`config.mk`:
```
export PLATFORM = sky130hd
export DESIGN_NAME = dma_req_arbiter
export DESIGN_NICKNAME = d
export VERILOG_FILES = /design/src/rtl/dma_arb_pkg.sv /design/src/rtl/dma_arb_eligible.sv /design/src/rtl/dma_arb_pick.sv /design/src/rtl/dma_arb_hold.sv /design/src/rtl/dma_req_arbiter.sv
export SDC_FILE = /design/constraint.sdc
export NUM_CORES = 1
export LEC_CHECK = 0
export CORE_UTILIZATION = 43
export CTS_BUF_LIST = sky130_fd_sc_hd__clkbuf_16
export CTS_CLUSTER_SIZE = 24
export DETAILED_ROUTE_END_ITERATION = 16
export PLACE_DENSITY = 0.79
export REMOVE_ABC_BUFFERS = 1
export SETUP_SLACK_MARGIN = 0.1
export SLEW_MARGIN = 20
export SYNTH_ARGS = -nofsm -noshare
export SYNTH_HDL_FRONTEND = slang
export SYNTH_SLANG_ARGS = --single-unit
export TNS_END_PERCENT = 20
```
`constraint.sdc`:
```
create_clock -name clk -period 11.4 [get_ports clk]
set_input_delay 3.42 -clock clk [delete_from_list [all_inputs] [get_ports clk]]
set_output_delay 3.42 -clock clk [all_outputs]
set_load 0.02 [all_outputs]
```
`src/rtl/dma_arb_pkg.sv`:
```
// Package: widths, priority codes and arbiter state shared by the arbiter.
// Assumes priority fields are two bits, with larger codes more urgent.
package dma_arb_pkg;
    localparam int PRIO_W = 2;
    typedef logic [PRIO_W-1:0] prio_t;

    localparam prio_t PRIO_LOW   = 2'd0;
    localparam prio_t PRIO_MED   = 2'd1;
    localparam prio_t PRIO_HIGH  = 2'd2;
    localparam prio_t PRIO_VHIGH = 2'd3;

    typedef enum logic {
        ARB_IDLE  = 1'b0,
        ARB_OWNED = 1'b1
    } arb_state_e;
endpackage

```
`src/rtl/dma_arb_eligible.sv`:
```
// Eligibility stage: qualifies each request with its enable and unpacks the
// flat priority bus into one field per channel.
// Assumes channel i owns prio_flat_i[PRIO_W*i +: PRIO_W].
module dma_arb_eligible
    import dma_arb_pkg::*;
#(
    parameter int NUM_CH = 7
) (
    input  logic [NUM_CH-1:0]        req_i,
    input  logic [NUM_CH-1:0]        en_i,
    input  logic [NUM_CH*PRIO_W-1:0] prio_flat_i,
    output logic [NUM_CH-1:0]        elig_o,
    output prio_t                    prio_o [NUM_CH]
);
    for (genvar ch = 0; ch < NUM_CH; ch++) begin : g_chan
        // Mask a request unless its channel is enabled.
        assign elig_o[ch] = req_i[ch] & en_i[ch];
        // Slice out this channel's priority field.
        assign prio_o[ch] = prio_flat_i[PRIO_W*ch +: PRIO_W];
    end
endmodule

```
`src/rtl/dma_arb_pick.sv`:
```
// Selection stage: combinational two-tier choice. The highest priority code
// wins, and the lowest index breaks ties. The output is one-hot or zero.
// Assumes prio_i holds valid codes for every channel, eligible or not.
module dma_arb_pick
    import dma_arb_pkg::*;
#(
    parameter int NUM_CH = 7
) (
    input  logic [NUM_CH-1:0] elig_i,
    input  prio_t             prio_i [NUM_CH],
    output logic [NUM_CH-1:0] win_o,
    output logic              win_any_o
);
    localparam int IDX_W = (NUM_CH > 1) ? $clog2(NUM_CH) : 1;

    logic [IDX_W-1:0] best_idx;
    prio_t            best_prio;
    logic             found;

    // Scan from the top index down; '>=' lets lower indices take ties.
    always_comb begin
        best_idx  = '0;
        best_prio = PRIO_LOW;
        found     = 1'b0;
        for (int i = NUM_CH - 1; i >= 0; i--) begin
            if (elig_i[i] && (!found || prio_i[i] >= best_prio)) begin
                best_idx  = IDX_W'(i);
                best_prio = prio_i[i];
                found     = 1'b1;
            end
        end
    end

    // Decode the winning index into a one-hot vector.
    always_comb begin
        win_o = '0;
        if (found) begin
            win_o[best_idx] = 1'b1;
        end
    end

    assign win_any_o = found;
endmodule

```
`src/rtl/dma_arb_hold.sv`:
```
// Grant register: loads a winner while idle and holds it until the engine
// signals done. It then returns to idle for one cycle before re-deciding.
// Assumes done is a single-cycle pulse from the transfer engine.
module dma_arb_hold
    import dma_arb_pkg::*;
#(
    parameter int NUM_CH = 7
) (
    input  logic              clk,
    input  logic              rst_n,
    input  logic [NUM_CH-1:0] win_i,
    input  logic              win_any_i,
    input  logic              done_i,
    output logic [NUM_CH-1:0] grant_o,
    output logic              valid_o
);
    arb_state_e       state_q;
    logic [NUM_CH-1:0] grant_q;

    // Capture a decision when idle; release it on done.
    always_ff @(posedge clk) begin
        if (!rst_n) begin
            state_q <= ARB_IDLE;
            grant_q <= '0;
        end else begin
            unique case (state_q)
                ARB_IDLE: begin
                    if (win_any_i) begin
                        grant_q <= win_i;
                        state_q <= ARB_OWNED;
                    end
                end
                ARB_OWNED: begin
                    if (done_i) begin
                        grant_q <= '0;
                        state_q <= ARB_IDLE;
                    end
                end
                default: begin
                    grant_q <= '0;
                    state_q <= ARB_IDLE;
                end
            endcase
        end
    end

    assign grant_o = grant_q;
    assign valid_o = (state_q == ARB_OWNED);
endmodule

```
`src/rtl/dma_req_arbiter.sv`:
```
// Top: seven-channel DMA request arbiter. It qualifies the requests, picks by
// software priority and then by index, and holds the registered grant for
// one transfer.
// Assumes synchronous active-low reset and a done pulse per transfer.
module dma_req_arbiter
    import dma_arb_pkg::*;
#(
    parameter int NUM_CH = 7
) (
    input  logic                     clk,
    input  logic                     rst_n,
    input  logic [NUM_CH-1:0]        req_i,
    input  logic [NUM_CH-1:0]        en_i,
    input  logic [NUM_CH*PRIO_W-1:0] prio_i,
    input  logic                     xfer_done_i,
    output logic [NUM_CH-1:0]        grant_o,
    output logic                     grant_valid_o
);
    logic [NUM_CH-1:0] elig;
    prio_t             prio_arr [NUM_CH];
    logic [NUM_CH-1:0] win;
    logic              win_any;

    dma_arb_eligible #(.NUM_CH(NUM_CH)) u_elig (
        .req_i       (req_i),
        .en_i        (en_i),
        .prio_flat_i (prio_i),
        .elig_o      (elig),
        .prio_o      (prio_arr)
    );

    dma_arb_pick #(.NUM_CH(NUM_CH)) u_pick (
        .elig_i    (elig),
        .prio_i    (prio_arr),
        .win_o     (win),
        .win_any_o (win_any)
    );

    dma_arb_hold #(.NUM_CH(NUM_CH)) u_hold (
        .clk       (clk),
        .rst_n     (rst_n),
        .win_i     (win),
        .win_any_i (win_any),
        .done_i    (xfer_done_i),
        .grant_o   (grant_o),
        .valid_o   (grant_valid_o)
    );
endmodule

```
==> metrics.txt, run 1 <==
critical path class in2reg; CTS Hold Bufs 0; share of post-route cells with drive strength above 1 0.175; HPWL after DPL between 2000 and 2500 um; Critical-path top delay cell or3b_2; largest net degree at the start of global routing 10; CTS sink cnt 8; area share of the largest cell type after synthesis 0.163; Num CTS Buffers 3; endpoints failing setup 0; startpoint types input pin; RSZ-0062 raised after global routing false; clock tree buffer depth 2; Post-Syn Area per Cell between 7 and 8 um^2; ys async rst share 0; worst setup slack after layout approximately 0.54 ns; Routability Congestion about 0.86; number of synthesized register bits 8; H-Tree Depth 1; leak pwr slightly below 0.7 nW; most area-consuming cells after synthesis dfxtp_1 (16%), ha_1 (14%), a21oi_1 (5.6%); final instance area 1590 um^2; Final Cycle Share 0.953; DRT Pass-1 Iters 4; vias per inst a little over 6; setup_tns 0 ns; Pwr Density about 100 nW/um^2; CTS tree done; vias in the first global route between 1000 and 1500; top cell type by total area after synthesis dfxtp_1; WP data arrival approximately 11 ns; Root Driver clkbuf_16; die width 49.8 um; Core Rows 16; Antenna Nets Post-Route 0; Gate Count Post-Synth 131; Slew HR 0.274; max incr delay on CP 0.48 ns; Die Y-Extent about 50 um; pre-CTS WS -0.0774 ns; port bufs 38; Post-synth EDFFs 0; antenna diode count 0; Core Area 2060 um^2; initial antenna violation count 0; Seq/Total Area, Yosys 0.163; final hold violations 0; DR vias 1234; Nets roughly 220; first-pass GRT wire length 4600 um; final hold slack roughly 0.47 ns; DR DRC count 0; Post-synth top cells inv_1 (12), nand2_1 (12), nor2_1 (12), a21oi_1 (11), ha_1 (11); run status complete, no violations; initial DRC count 27; Yosys cell types between 40 and 50; worst path required time ~12 ns; Wirelength per Cell 15.4 um; Placed Area ~1400 um^2; yosys warns 0; min cycle time layout between 10 and 15 ns; Global Route Usage Sum 0.233; Top Ports 39; Worst Setup End Kind flip-flop; Post-Syn Area 983 um^2; P&R area growth vs syn 62.0%; Peak VDD IR 0.0840 mV; Top FF cell, synth dfxtp_1; Post-Route WL 3130 um; Clock Pin Slew Worst Setup and Hold Paths 0.04 ns; Min-Delay Path Class reg2reg; final number of max-transition violations 0; clock latency at the later pin of the worst-skew pair 0.23 ns; crit-path most repeated cell ha_1; area of the die about 2500 um^2; Fmax achieved a little over 90 MHz; starting density of the core 0.477; Max Fanout on Critical Path 6; Worst-Margin Slew ~1.1 ns; Clock Skews between 0.002 and 0.0025 ns; max cap viols 0; residual overflow from global routing 0
==> worst max-delay path, delay by kind of cell <==
family | cells | cell delay, ns
and+or+nand+nor | 16 | 2.56
buffers and inverters | 4 | 0.64
adders and majority gates | 6 | 1.48
AOI/OAI and AO/OA | 16 | 2.85
==> routing by layer <==
layer / part of all wire / global-route usage / wire length, um
met1: 0.43 / 0.246 / 1330
met3: 0.033 / 0.0432 / 102
met2: 0.53 / 0.446 / 1650
met4: 0.015 / 0.0857 / 48
met5: 0 / 0 / 0
==> cell families (layout without fill, tap and decap cells) <==
kind of cell    Yosys count  count (layout)  share of synthesized area
compound gates           47              47                      0.359
fa+ha+maj                12              12                      0.150
simple gates             51              51                      0.272
mux                       1               1                     0.0102
buf+inv                  12              58                     0.0458
flops                     8               8                      0.163
==> sequential cells by signal (all words and copies together), names as in the netlist <==
name and cells:
u_hold.grant_o 7, u_hold.valid_o 1
==> path summary, 6_finish.rpt <==
kind	end	start	depth (start not counted)	slack, ns
worst max register to register	u_hold.grant_o[2]	u_hold.valid_o	3	10.13
worst max-delay path	u_hold.grant_o[4]	prio_i[12]	42	0.54
worst min register to register	u_hold.grant_o[6]	u_hold.grant_o[6]	2	0.47
worst min-delay path	u_hold.grant_o[6]	u_hold.grant_o[6]	2	0.47
==> cell usage in the layout (no fill, tap or decap), types with 2 or more instances in the layout <==
cell	instances
and2_1	3
clkbuf_16	3
a22o_1	2
nor2_2	2
inv_1	12
a21oi_2	5
nand3_1	5
o21ai_1	3
a21oi_1	6
a21oi_4	2
dlymetal6s2s_1	2
nor2_1	10
ha_1	11
a211oi_1	2
a31o_2	2
nand2_1	12
buf_4	5
a32o_1	3
dfxtp_1	8
nand4_1	3
clkdlybuf4s50_1	36
nand2b_1	6
o21a_1	2
o22ai_1	2
o21ai_0	4
nor3_1	2
==> report_power, final <==
group	internal, W	switching (W)
Combinational	0.0000347	0.0000359
Sequential	0.0000300	0.00000153
Clock	0.0000453	0.0000142
Total	0.000110	0.0000516
==> per-stage QoR <==
step	power (W)	util	std cells
final	0.000162	0.772	204
after global routing	0.000169	0.772	204
after CTS	0.000151	0.721	201
after detailed placement	0.0000919	0.685	198
after global placement	0.0000893	0.685	198
after floorplan	0.0000665	-	131
==> final cells by class <==
cell class | count | area (um^2)
tap | 27 | 33.8
sequential | 8 | 160
clock buffer | 3 | 75.1
fill | 150 | 469
multi-input combinational | 111 | 856
timing repair buffer | 43 | 423
inverter | 12 | 45.0
==> timing repair <==
item | 4_1_cts | 5_1_grt
setup endpoints to repair | 0 | 7
hold endpoints to repair | 0 | 0
setup buffers | 0 | 3
gates resized for setup | 0 | 18
Power figures use the tool's default switching activity.
==> run 2, diff against run 1 <==
CORE_MARGIN = 8   (was default)
==> metrics.txt, run 2 (synthesis gave the netlist of run 1 again) <==
run status complete, no violations; pre-CTS WS -0.168 ns; Global Route Usage Sum 0.150; worst setup slack after layout around 0.4 ns; min cycle time layout roughly 11 ns; critical path class in2reg; Min-Delay Path Class reg2reg; initial DRC count 90; Root Driver clkbuf_16; P&R area growth vs syn 65.3%; Top Ports 39; Top delay family on crit path compound AO/OA/AOI/OAI gates; DR DRC count 0; vias per inst just under 6; Core Rows 17; leak pwr 0.673 nW; initial antenna violation count 0; area of the die a little over 4000 um^2; clock tree buffer depth 2; Post-Route WL roughly 3300 um; met1 usage 0.177; Num CTS Buffers 3; Worst-Margin Slew 1.20 ns; vias in the first global route roughly 1200; Nets between 200 and 250; Final Cycle Share 0.965; max cap viols 0; H-Tree Depth 1; clock latency at the later pin of the worst-skew pair approximately 0.23 ns; Peak VDD IR 0.131 mV; Worst Setup End Kind flip-flop; port bufs 38; largest net degree at the start of global routing 10; Fmax achieved approximately 91 MHz; antenna diode count 0; crit-path most repeated cell ha_1; Worst Path Buf+Inv 4; HPWL after DPL 2490 um; Power, Total 0.000164 W; max FFs per register 7; Critical-path top delay cell clkdlybuf4s50_1; busiest grt layer met2; CTS sink cnt 8; met2 Usage GRT 0.257; first-pass GRT wire length about 5200 um; worst path required time roughly 12 ns; Antenna Nets Post-Route 0; startpoint types input pin; Clock Pin Slew Worst Setup and Hold Paths 0.04 ns; CTS Hold Bufs 0; final hold violations 0; endpoints failing setup 0; Clock Skews ~0.00016 ns; die width between 60 and 70 um; Routability Congestion approximately 0.84; DRT Pass-1 Iters 4; Slew HR 0.200; final number of max-transition violations 0; WP data arrival between 10 and 15 ns; CTS tree done; DR vias 1224; Wirelength per Cell 15.7 um; residual overflow from global routing 0; Die Y-Extent about 64 um; final hold slack between 0.4 and 0.5 ns; Max Fanout on Critical Path 8; met3 Use GR 0.0436; Core Area around 2200 um^2; most frequent cells in the layout clkdlybuf4s50_1 (38), inv_1 (12), nand2_1 (12); max incr delay on CP between 0.5 and 0.6 ns; Pwr Density between 100 and 150 nW/um^2; starting density of the core 0.449; share of post-route cells with drive strength above 1 0.207; most common cell after layout, fill and taps aside clkdlybuf4s50_1
## run 2: changes by cell type in the layout (fill, tap and decap cells not counted), sizes merged
cell / before / now
buf: 5 / 7
clkdlybuf4s50: 36 / 38
dlymetal6s2s: 2 / 0
## run 2: power breakdown
group | switching (W) | total [W] | internal (W)
Clock | 0.0000135 | 0.0000587 | 0.0000452
Combinational | 0.0000362 | 0.0000733 | 0.0000371
Sequential | 0.00000154 | 0.0000316 | 0.0000301
## run 2: tightest hold or removal path, delay by kind of cell, from the launching register on
family           cells  cell delay, ns
flip-flops           1            0.31
AO/OA/AOI/OAI        1            0.05
AND/OR/NAND/NOR      1            0.06
## run 2: what timing repair did
item,in CTS,in global routing
pin swaps,0,8
buffers inserted,0,6
gates cloned,0,0
resized for setup,1,22
endpoints found under the setup margin,1,7
## run 2: final timing paths
path,start,to,slack (ns),cells after the start
setup / recovery,req_i[6],u_hold.grant_o[4],0.40,42
setup reg to reg,u_hold.valid_o,u_hold.grant_o[2],10.15,3
hold / removal,u_hold.grant_o[6],u_hold.grant_o[6],0.47,2
hold reg to reg,u_hold.grant_o[6],u_hold.grant_o[6],0.47,2
## run 2: per-stage QoR
stage / instance area [um^2] / std cells / util / TNS, ns
floorplan: 983 / 131 / - / 0
global placement: 1410 / 198 / 0.642 / 0
detailed placement: 1410 / 198 / 0.642 / -0.597
CTS: 1490 / 201 / 0.679 / 0
global route: 1630 / 207 / 0.742 / -0.0137
finish: 1630 / 207 / 0.742 / 0
## run 2: layout make-up
type	instances	area (um^2)
Timing Repair Buffer	45	433
Tap cell	28	35.0
Multi-Input combinational cell	111	877
Fill cell	166	566
Sequential cell	8	160
Inverter	12	45.0
Clock buffer	3	75.1
## run 2: per-layer routing
metal	wire, um	up-vias	part of all wire
li1	-	601	-
met1	1380	566	0.43
met2	1640	55	0.50
met3	204	2	0.063
met4	23	0	0.0071
met5	0	-	0
